### config.mk
export PLATFORM = sky130hd
export DESIGN_NAME = bchchk_divider
export DESIGN_NICKNAME = d
export VERILOG_FILES = /design/src/rtl/bchchk_divider.sv
export SDC_FILE = /design/constraint.sdc
export NUM_CORES = 1
export LEC_CHECK = 0
export ABC_AREA = 1
export BUFFER_PORTS_ARGS = -buffer_cell sky130_fd_sc_hd__buf_4
export CELL_PAD_IN_SITES_DETAIL_PLACEMENT = 1
export CELL_PAD_IN_SITES_GLOBAL_PLACEMENT = 2
export CORE_ASPECT_RATIO = 0.9
export CORE_UTILIZATION = 26
export CTS_CLUSTER_DIAMETER = 200
export CTS_CLUSTER_SIZE = 14
export DETAILED_ROUTE_END_ITERATION = 8
export GPL_TIMING_DRIVEN = 0
export PLACE_DENSITY = 0.85
export RECOVER_POWER = 25
export SYNTH_ARGS = -nofsm -noshare
export SYNTH_HDL_FRONTEND = slang
export SYNTH_SLANG_ARGS = --single-unit
### constraint.sdc
create_clock -name clk -period 3.2 [get_ports clk]
set_input_delay 0.48 -clock clk [delete_from_list [all_inputs] [get_ports clk]]
set_output_delay 0.48 -clock clk [all_outputs]
set_load 0.05 [all_outputs]
### src/rtl/bchchk_divider.sv
// One fixed-polynomial remainder register, DATA_W bits absorbed per clock.
module bchchk_divider #(
   parameter int                DEG    = 13,
   parameter int                DATA_W = 8,
   parameter logic [DEG:0]      POLY   = 14'h201B
) (
   input  logic              clk,
   input  logic              rst_n,
   input  logic              clear,
   input  logic              absorb,
   input  logic [DATA_W-1:0] din,
   output logic [DEG-1:0]    rem,
   output logic [DEG-1:0]    rem_next
);

   if (POLY[DEG] != 1'b1 || POLY[0] != 1'b1) begin : g_bad_poly
      $error("bchchk_divider: POLY must have degree DEG and a constant term");
   end

   // Long division step: shift each bit in, most significant first.
   function automatic logic [DEG-1:0] fold(input logic [DEG-1:0] r,
                                           input logic [DATA_W-1:0] d);
      logic [DEG-1:0] acc;
      logic           carry;
      acc = r;
      for (int k = DATA_W - 1; k >= 0; k--) begin
         carry = acc[DEG-1];
         acc   = {acc[DEG-2:0], d[k]};
         if (carry) acc = acc ^ POLY[DEG-1:0];
      end
      return acc;
   endfunction

   logic [DEG-1:0] base;

   always_comb begin
      base     = clear ? '0 : rem;
      rem_next = absorb ? fold(base, din) : base;
   end

   always_ff @(posedge clk or negedge rst_n) begin
      if (!rst_n) rem <= '0;
      else        rem <= rem_next;
   end

   // without a byte or a clear the remainder holds
   a_r5_hold_when_idle: assert property (@(posedge clk) disable iff (!rst_n)
      (!absorb && !clear) |=> $stable(rem));

   // a clear without a byte leaves zero
   a_r4_clear_zeroes: assert property (@(posedge clk) disable iff (!rst_n)
      (clear && !absorb) |=> (rem == '0));

   // a zero byte onto a zero remainder keeps it zero
   a_r9_leading_zero: assert property (@(posedge clk) disable iff (!rst_n)
      (absorb && din == '0 && (clear || rem == '0)) |=> (rem == '0));

endmodule

==> metrics list, run 1 <==
* Outcome: finished clean
* Commonest non-fill, non-tap cell in the layout: sky130_fd_sc_hd__nand2_1
- Number of search-and-repair iterations in the first detailed-routing pass: 4
- Clock Latency Late Sink: 250 ps
- Yosys printed 0 warnings.
- Max IR drop VDD: 0.000270 V
* WL/cell: 14.5 µm
- Count of distinct cell types in the synthesized netlist: 18
* Number of antenna violations at the first check in global routing: 0
- The largest single stage delay on the critical path is 540 ps.
- Total congestion overflow: 0
* Root buf cell: sky130_fd_sc_hd__clkbuf_8
- Clock Tree Buf Depth: 2
- The clock net in this run drives a total of 13 sinks.
- NumNets Final: 227
- Dividing the final minimum period by the clock period gives 0.708.
- HPWL after detailed placement: 3020 µm
* Share of layout cells above drive strength 1: 0.229
- The floorplan step set the die height to 62.6 µm.
- The number of antenna diodes in the final layout is 0.
* Final worst path period need: 2270 ps
* Crit-path most repeated cell: sky130_fd_sc_hd__nand2_1
- Buffers inserted during clock tree synthesis total 3.
* Worst Path Arrival: 1790 ps
- RSZ-0062 raised after global routing: false
* Worst-path fanout max: 7
- Number of DRC violations after detailed-routing iteration 0: 58
- Slew headroom: 0.449
- Quantity of I/O buffers inserted on ports: 36
* Element type at the critical path end: output pin
- Setup clock skew after layout: 1.80 ps
* Post-detailed-route count of antenna-violating nets: 0
- In this run the cell area of the synthesized design comes to 0.00106 mm².
- Adding up every negative setup slack in the final design gives 0 ps.
* Layout-stage area growth over the synthesis result: 34.8%
* Worst hold path type: input port to async pin
- Library cell contributing the largest single delay on the critical path: sky130_fd_sc_hd__dfrtp_1
* Resized cells post-CTS: 0
- Power density over cell area: 582 mW/mm²
- The floorplan step set the die width to 69.3 µm.
* Detailed-route wire length: 3770 µm
- Detailed routing inserted a total of 1273 vias.
- After clock tree synthesis, the setup repair step added 0 buffers.
- Largest delay share family, worst path: simple AND/OR/NAND/NOR gates
- At the end of routability-driven placement, the weighted congestion stood at 0.821.
- The largest registers in the layout are rem x13.
* Actual slew at the worst max-slew pin: 827 ps
- The critical path is of the flop to output pin type.
- The first global-routing pass estimated 6120 µm of wire.
* Final Setup Violations: 0
- Clk slew on worst S/H paths: 60 ps
* TritonCTS clock tree: built
- Walking the worst path, the cells encountered are inv_1 > nor2_1 > nand2_1 > nand3_1 > nand2_1 > nand2_1 > nand3_1 > nand2_1 > buf_4.
- Of the synthesized area, sequential elements account for 0.307.
* Pin count of the biggest net entering global routing: 14
- Num rows: 21
* Top register by number of flip-flops: rem
- Final number of max-transition violations: 0
- Total power for the finished layout comes to 0.000832 W.
- Global router's overall resource usage: 0.178
- Total leakage power: 0.834 nW
- The via count of the first global-routing pass was 1273.
- Net Count, Synth: 186
- I/O Pins: 38
- Commonest cells after routing, fill and taps aside: sky130_fd_sc_hd__nand2_1 (69), sky130_fd_sc_hd__nand3_1 (37), sky130_fd_sc_hd__buf_4 (35), sky130_fd_sc_hd__inv_1 (24), sky130_fd_sc_hd__dfrtp_1 (13)
* Average cell area after synthesis: 6.10 µm²
- Dividing the detail-routed via count by the number of cells gives 4.90.
- The die covers 0.00434 mm².
* Startpoint class of the critical path: flop
- The register with the most flip-flops in the layout has 13 of them.
- The number of hold violations in the final report came to 0.
* Count of state elements after synthesis: 13
- For this run, the top clock speed supported by timing is 441 MHz.
* H-tree depth: 1
* Hold-fix buffers at CTS: 0
* Initial core utilization: 0.278
* Endpoint required time on the critical path: 2720 ps
- Cell count after synthesis: 174
* Area of the core: 0.00381 mm²
* Max_cap viols: 0
- The number of buffers and inverters on the critical path is 2.
* DR DRC count: 0
power by group:
part           internal, W  total, W  leakage [nW]  switching, W
Combinational     0.000127  0.000454         0.644      0.000327
Clock            0.0000881  0.000152        0.0228     0.0000643
Sequential        0.000190  0.000226         0.167     0.0000358
Total             0.000406  0.000832         0.834      0.000427
per-layer routing:
| layer | vias up | track usage | routed length, µm |
|---|---|---|---|
| met3 | 4 | 0.0290 | 178 |
| met5 | - | 0 | 0 |
| met2 | 38 | 0.292 | 1740 |
| met1 | 603 | 0.245 | 1820 |
| li1 | 628 | - | - |
| met4 | 0 | 0.0357 | 25 |
cells in the mapped netlist:
library cell / number / area (µm²)
sky130_fd_sc_hd__nand2_4: 3 / 33.8
sky130_fd_sc_hd__xor2_1: 1 / 8.76
sky130_fd_sc_hd__nor2_1: 6 / 22.5
sky130_fd_sc_hd__a21oi_1: 1 / 5.00
sky130_fd_sc_hd__buf_6: 1 / 11.3
sky130_fd_sc_hd__nand2_2: 2 / 12.5
sky130_fd_sc_hd__clkbuf_1: 1 / 3.75
sky130_fd_sc_hd__o21ai_1: 2 / 10.0
sky130_fd_sc_hd__dfrtp_1: 13 / 325
sky130_fd_sc_hd__o21ai_0: 7 / 35.0
sky130_fd_sc_hd__nand2_1: 69 / 259
sky130_fd_sc_hd__inv_1: 24 / 90.1
sky130_fd_sc_hd__nand3_1: 37 / 185
sky130_fd_sc_hd__xor2_2: 2 / 32.5
sky130_fd_sc_hd__xnor2_1: 1 / 8.76
sky130_fd_sc_hd__inv_2: 1 / 3.75
sky130_fd_sc_hd__buf_2: 2 / 10.0
sky130_fd_sc_hd__clkinv_1: 1 / 3.75
through the flow:
| stage | hold slack [ps] | util | std cells | area [µm²] | setup WS, ps |
|---|---|---|---|---|---|
| 6_report | 303 | 0.375 | 260 | 1430 | 934 |
| 3_3_place_gp | 344 | 0.365 | 256 | 1390 | 1040 |
| 3_5_place_dp | 348 | 0.365 | 256 | 1390 | 972 |
| 5_1_grt | 368 | 0.375 | 260 | 1430 | 764 |
| 2_1_floorplan | 184 | - | 174 | 1060 | 434 |
| 4_1_cts | 85.6 | 0.376 | 260 | 1430 | 925 |
path summary, 6_finish.rpt:
path | from | to | slack, ps | cells past startpoint
min in group clk | rem[4] | rem[4] | 590 | 2
max in group asynchronous | rst_n | rem[9] | 2380 | 1
setup / recovery | rem[10] | rem_next[6] | 930 | 9
hold reg to reg | rem[4] | rem[4] | 590 | 2
hold / removal | rst_n | rem[3] | 300 | 1
setup reg to reg | rem[10] | rem[6] | 1780 | 7
cell type report:
type	instances	area [µm²]
Tap cell	46	57.6
Fill cell	514	2380
Sequential cell	13	325
Buffer	4	25.0
Multi-Input combinational cell	131	613
Clock buffer	4	45.0
Inverter	26	97.6
Timing Repair Buffer	36	267
cell families after synthesis:
kind of cell	share of synthesized area
XOR/XNOR	0.0472
AND/OR/NAND/NOR	0.483
flip-flops	0.307
buffers and inverters	0.116
AO/OA/AOI/OAI	0.0472
Note: power is estimated with default switching activity, not from simulation.
==> run 2: changes to the inputs <==
Settings changed: CORE_UTILIZATION 26 to 24, PLACE_DENSITY 0.85 to 0.8.
Clock period 3.2 ns to 2.1 ns, I/O delays scaled along.
==> run 2 against run 1 <==
  * Worst setup slack got worse by 780 ps
  * Register-to-register slack got worse by 930 ps
  * Non-clock buffer count rose by 5
  * Clock power rose by 59%
  * Wire length rose by 1.8%
  * Core utilization fell by 1.5 points
  * Critical path type unchanged
==> metrics list, run 2 (same netlist as run 1, synthesis figures left out) <==
- Number of search-and-repair iterations in the first detailed-routing pass: 4
- Total negative setup slack: 0 ps
* First-pass GRT wire length: 6390 µm
- Endpoint required time on the critical path: 1780 ps
- Pin count of the biggest net entering global routing: 14
- The first routing iteration left 52 violations.
- After layout, the minimum clock period comes to 1950 ps.
- Startpoint class of the critical path: flop
- DR vias/cell: 4.55
- Dividing the detail-routed wire length by the instance count gives 13.7 µm.
* DIE HEIGHT: 65.1 µm
- TritonCTS built the clock tree.
- Power density over cell area: 867 mW/mm²
* Vias after detailed routing: 1269
- Inserted Clock Buffers: 3
- In this run the count of I/O pins placed on the die edge is 38.
* Final std cells w/o fill: 279
- Largest registers ranked by flip-flop count: rem x13
- The HPWL after detailed placement is 2990 µm.
- The initial antenna violation count was 0.
- The register with the most flip-flops in the layout has 13 of them.
* Root buf cell: sky130_fd_sc_hd__clkbuf_8
- Headroom to the max-slew limit came out at 0.402.
* Post-place setup slack: 239 ps
- Setup slack closes at 149 ps.
* Share of layout cells above drive strength 1: 0.269
- Diode count: 0
- Leaving out fill and tap cells, the most frequent cells in the layout are sky130_fd_sc_hd__nand2_1 (68), sky130_fd_sc_hd__buf_4 (39), sky130_fd_sc_hd__nand3_1 (37), sky130_fd_sc_hd__inv_1 (24), sky130_fd_sc_hd__dfrtp_1 (10).
- Actual slew at the worst max-slew pin: 897 ps
- Setup clock skew after layout: 6.46 ps
- Clock Tree Buf Depth: 2
* Die Area: 0.00469 mm²
- The library cell used most frequently in the layout, excluding fill and tap cells, is sky130_fd_sc_hd__nand2_1.
* Total leakage power: 0.860 nW
- Layout-stage area growth over the synthesis result: 41.3%
- Max_cap viols: 0
* Final Setup Violations: 0
- Derived from the worst setup path, the maximum achievable clock frequency is 513 MHz.
* Final number of max-transition violations: 0
- Clk slew on worst S/H paths: 70 ps
* Detailed-route wire length: 3840 µm
* Total power: 0.00130 W
* DR DRC count: 0
- Path type of the worst setup path: flop to output pin
- Element type at the critical path end: output pin
- NumNets Final: 232
* RSZ-0062 raised after global routing: false
- Worst Path Arrival: 1640 ps
* Area of the core: 0.00416 mm²
* Top register by number of flip-flops: rem
- Via count of the first global-routing pass: 1259
* Portion of the clock cycle consumed by the worst path in the final layout: 0.929
- Routability-driven placement finished with a final weighted congestion of 0.826.
- Total count of hold-check failures in the final report: 0
- For this configuration, the core starts out at a cell density of 0.255.
- Count of clock tree sinks: 13
* Clock Latency Late Sink: 250 ps
- VDD sags by at most 0.000340 V.
* Global router's overall resource usage: 0.179
- The tightest min-delay check is of the input port to flop type.
- Along the worst path, the maximum fanout reaches 6.
* Total congestion overflow: 0
- The die is 72.1 µm wide.
- The flow ran to the end, and the final reports show no timing, DRC or antenna violations.
* Num rows: 22
- H-tree depth: 1
- Post-detailed-route count of antenna-violating nets: 0
* Inst Count DP: 270
* Quantity of I/O buffers inserted on ports: 36
[run 2: critical path: stages, from the launching register on]
cell	delay (ps)
sky130_fd_sc_hd__dfrtp_1	380
sky130_fd_sc_hd__nand2_1	260
sky130_fd_sc_hd__xor2_1	240
sky130_fd_sc_hd__inv_1	70
sky130_fd_sc_hd__nand2_1	60
sky130_fd_sc_hd__nand3_1	70
sky130_fd_sc_hd__nand2_1	110
sky130_fd_sc_hd__buf_4	200
[run 2: cell type report]
class	instances	area, µm²
plain buffers	4	25.0
clock buffers	3	41.3
clock inverters	1	5.00
fillers	536	2660
inverters	26	97.6
multi-input cells	131	619
flip-flops and latches	13	329
well taps	60	75.1
repair buffers	41	307
[run 2: power by group]
group          internal (W)  switching (W)
Clock              0.000132       0.000111
Sequential         0.000291      0.0000462
Combinational      0.000212       0.000509
[run 2: metal layers]
layer / vias to the layer above / track usage / wire length (µm)
met5: - / 0 / 0
met4: 0 / 0.0417 / 46
met3: 4 / 0.0358 / 174
met2: 39 / 0.282 / 1720
met1: 591 / 0.249 / 1900
li1: 635 / - / -
[run 2: repair_timing]
item | 4_1_cts | 5_1_grt
gates resized for setup | 2 | 2
hold buffers | 1 | 0
setup buffers | 0 | 4
endpoints found under the setup margin | 2 | 3
endpoints found under the hold margin | 13 | 0
[run 2: final timing paths]
check / startpoint / end / slack (ps) / cells past startpoint
worst max register to register: rem[9] / rem[4] / 850 / 7
worst max-delay path: rem[5] / rem_next[1] / 150 / 7
worst min register to register: rem[4] / rem[12] / 610 / 2
worst min-delay path: din[0] / rem[0] / 360 / 4
min in group asynchronous: rst_n / rem[5] / 700 / 2
max in group asynchronous: rst_n / rem[10] / 790 / 2
[run 2: per-stage QoR]
| stage | area (µm²) | utilization | hold slack, ps |
|---|---|---|---|
| 6_report | 1500 | 0.361 | 361 |
| 3_5_place_dp | 1410 | 0.339 | 186 |
| 4_1_cts | 1470 | 0.353 | 364 |
| 2_1_floorplan | 1060 | - | 19.4 |
| 3_3_place_gp | 1410 | 0.339 | 183 |
| 5_1_grt | 1500 | 0.361 | 388 |
==> run 3: changes to the inputs <==
Settings changed: CORE_UTILIZATION 24 to 26, PLACE_DENSITY 0.8 to 0.85.
Clock period 2.1 ns to 2.5 ns, I/O delays scaled along.
==> run 3 against run 2 <==
  * Clock skew rose by 0.70 ps
  * Clock power fell by 17%
  * Critical path depth rose by 2
  * Via count fell by 0.87%
  * Non-clock buffer count fell by 4
  * Cell count fell by 6.5%
  * Clock-buffer cell count rose by 1
  * Power fell by 18%
  * Flip-flop and latch count did not move
  * Die area fell by 7.5%
  * Critical endpoint is now rem_next[6]
  * Wire length fell by 2.8%
  * Sequential share of layout area rose by 0.64 points
==> metrics list, run 3 (same netlist as run 1, synthesis figures left out) <==
- Largest registers ranked by flip-flop count: rem x13
- In this run the number of H-tree levels came out at 1.
- DR vias/cell: 4.82
* I/O Pins: 38
- Post-layout worst setup margin: 305 ps
- Via count of the first global-routing pass: 1301
- The tool flagged a number of max-cap violations equal to 0.
* Inserted Clock Buffers: 3
- Number of flip-flops under the largest register name: 13
- Endpoint required time on the critical path: 2120 ps
* Final worst path period need: 2200 ps
- Setup repair after global routing left no endpoint under its margin.
- Portion of the clock cycle consumed by the worst path in the final layout: 0.878
* Crit-path most repeated cell: sky130_fd_sc_hd__nand2_1
- Commonest cells after routing, fill and taps aside: sky130_fd_sc_hd__nand2_1 (69), sky130_fd_sc_hd__nand3_1 (37), sky130_fd_sc_hd__buf_4 (35), sky130_fd_sc_hd__inv_1 (24), sky130_fd_sc_hd__dfrtp_1 (13)
- Path type of the worst setup path: flop to output pin
- The first global-routing pass estimated 6160 µm of wire.
- HPWL after detailed placement: 2920 µm
- The number of antenna diodes in the final layout is 0.
* Worst reg2reg path endpoint: rem[6]
* Number of antenna violations at the first check in global routing: 0
* Worst-case register-to-register setup slack: 1050 ps
- The analysis attributes to cell leakage a power of 0.838 nW.
* Number of search-and-repair iterations in the first detailed-routing pass: 4
- The startpoint identified for the worst register-to-register timing path is rem[10].
* Layout-stage area growth over the synthesis result: 35.7%
- Timing would allow up to 455 MHz.
- Capture endpoint of the worst hold path: rem[3]
* Setup clock skew after layout: 7.16 ps
- In this run the vertical extent of the chip is 62.6 µm.
- The die covers 0.00434 mm².
- Commonest non-fill, non-tap cell in the layout: sky130_fd_sc_hd__nand2_1
* Worst hold stages: 4
- Startpoint class of the critical path: flop
- Global router's overall resource usage: 0.179
- Clock Latency Late Sink: 250 ps
- Across all layers, the routed design uses 1258 vias.
- Area of the core: 0.00381 mm²
* Num rows: 21
* Clk slew on worst S/H paths: 70 ps
- Post-CTS repair changed the size of 0 cells.
* Delay of the slowest critical-path stage: 550 ps
* Worst hold slack: 483 ps
- Post-detailed-route count of antenna-violating nets: 0
* TritonCTS clock tree: built
* Total negative setup slack: 0 ps
- Largest delay share family, worst path: simple AND/OR/NAND/NOR gates
- NumNets Final: 228
- Quantity of I/O buffers inserted on ports: 36
- Hold path startpoint: clear
- At the end of routability-driven placement, the weighted congestion stood at 0.807.
* Number of buffers and inverters on the critical path: 2
- Summed over all layers, the global routing overflow is 0.
- Worst path cell trace: inv_1 > nor2_1 > nand2_1 > nand3_1 > nand2_1 > nand2_1 > nand3_1 > nand2_1 > buf_4
- More flip-flops sit in one register than any other, and that register is rem.
- Outcome: finished clean
* Library cell contributing the largest single delay on the critical path: sky130_fd_sc_hd__dfrtp_1
* Detailed-route wire length: 3730 µm
- After detailed routing, the average wire length per cell comes to 14.3 µm.
- The worst setup path is captured at an output pin.
- Clock Tree Buf Depth: 2
- Final Setup Violations: 0
* Root buf cell: sky130_fd_sc_hd__clkbuf_8
* Number of DRC violations after detailed-routing iteration 0: 50
- Measured against its own limit, the worst slew margin works out to 0.421.
* Power density over cell area: 743 mW/mm²
- Of the cells placed in the final design, the portion with a size suffix greater than 1 is 0.228.
- Entering global routing, the biggest net connects 14 pins.
- Worst hold path type: input port to flop
* Max IR drop VDD: 0.000349 V
- Once layout is complete, the cells apart from fillers number 261.
* Die Wd: 69.3 µm
- The initial utilization of the core area, before any placement, comes to 0.278.
- Inst Count DP: 256
- R2r worst-path depth: 7
- CTS saw 13 sinks.
* Post-place setup slack: 501 ps
* Total count of hold-check failures in the final report: 0
- At the pin with the least slew margin, the transition time is 869 ps.
- Final number of max-transition violations: 0
- For this run, design rule violations remaining after detail routing come to 0.
* Worst-path fanout max: 7
- Worst Path Arrival: 1820 ps
-- run 3: cell count changes in the layout (fill, tap and decap cells not counted) --
cell and change:
sky130_fd_sc_hd__o21ai_2 -1, sky130_fd_sc_hd__o21ai_1 -2, sky130_fd_sc_hd__buf_4 -4, sky130_fd_sc_hd__dfrtp_1 +3
sky130_fd_sc_hd__o21ai_0 +3, sky130_fd_sc_hd__nand2_1 +1, sky130_fd_sc_hd__dfrtp_2 -3, sky130_fd_sc_hd__nand2_2 -1
sky130_fd_sc_hd__clkbuf_1 +1, sky130_fd_sc_hd__clkinv_2 -1
-- run 3: metrics by stage --
step / util / total power, W / area, µm²
2_1_floorplan: - / 0.000688 / 1060
3_3_place_gp: 0.365 / 0.000867 / 1390
3_5_place_dp: 0.365 / 0.000876 / 1390
4_1_cts: 0.379 / 0.00108 / 1440
5_1_grt: 0.378 / 0.00113 / 1440
6_report: 0.378 / 0.00107 / 1440
-- run 3: worst max path at each step --
stage,slack (ps),cells after the start,end,from
floorplan,160,2,rem_next[11],rem[11]
global placement,540,10,rem_next[6],clear
detailed placement,500,10,rem_next[7],clear
CTS,310,9,rem_next[6],rem[10]
global route,120,9,rem_next[4],rem[8]
finish,300,9,rem_next[6],rem[10]
-- run 3: final cells by class --
| class | instances | area (µm²) |
|---|---|---|
| Buffer | 4 | 25.0 |
| Clock buffer | 4 | 45.0 |
| Fill cell | 505 | 2370 |
| Inverter | 26 | 97.6 |
| Multi-Input combinational cell | 131 | 613 |
| Sequential cell | 13 | 325 |
| Tap cell | 46 | 57.6 |
| Timing Repair Buffer | 37 | 277 |
-- run 3: worst register-to-register path, stage by stage (launching register included) --
cell and delay [ps]:
sky130_fd_sc_hd__dfrtp_1 550, sky130_fd_sc_hd__inv_1 110, sky130_fd_sc_hd__nor2_1 230, sky130_fd_sc_hd__nand2_1 80, sky130_fd_sc_hd__nand3_1 90, sky130_fd_sc_hd__nand3_1 70, sky130_fd_sc_hd__nand3_1 80, sky130_fd_sc_hd__nand2_1 100
-- run 3: repair_timing --
| item | 4_1_cts | 5_1_grt |
|---|---|---|
| buffers inserted | 0 | 0 |
| hold buffers | 1 | 0 |
| endpoints found under the setup margin | 0 | 0 |
| hold endpoints to repair | 13 | 0 |
-- run 3: report_power, final --
part,switching [W],internal (W),total (W)
sequential,0.0000466,0.000243,0.000290
combinational,0.000415,0.000164,0.000579
clock,0.0000875,0.000113,0.000200
-- run 3: metal layers --
layer  track usage  part of all wire  vias up
met5             0                 0        -
met4        0.0561             0.020        0
met3        0.0419             0.039       10
met2         0.282              0.44       38
met1         0.243              0.50      587
li1              -                 -      623
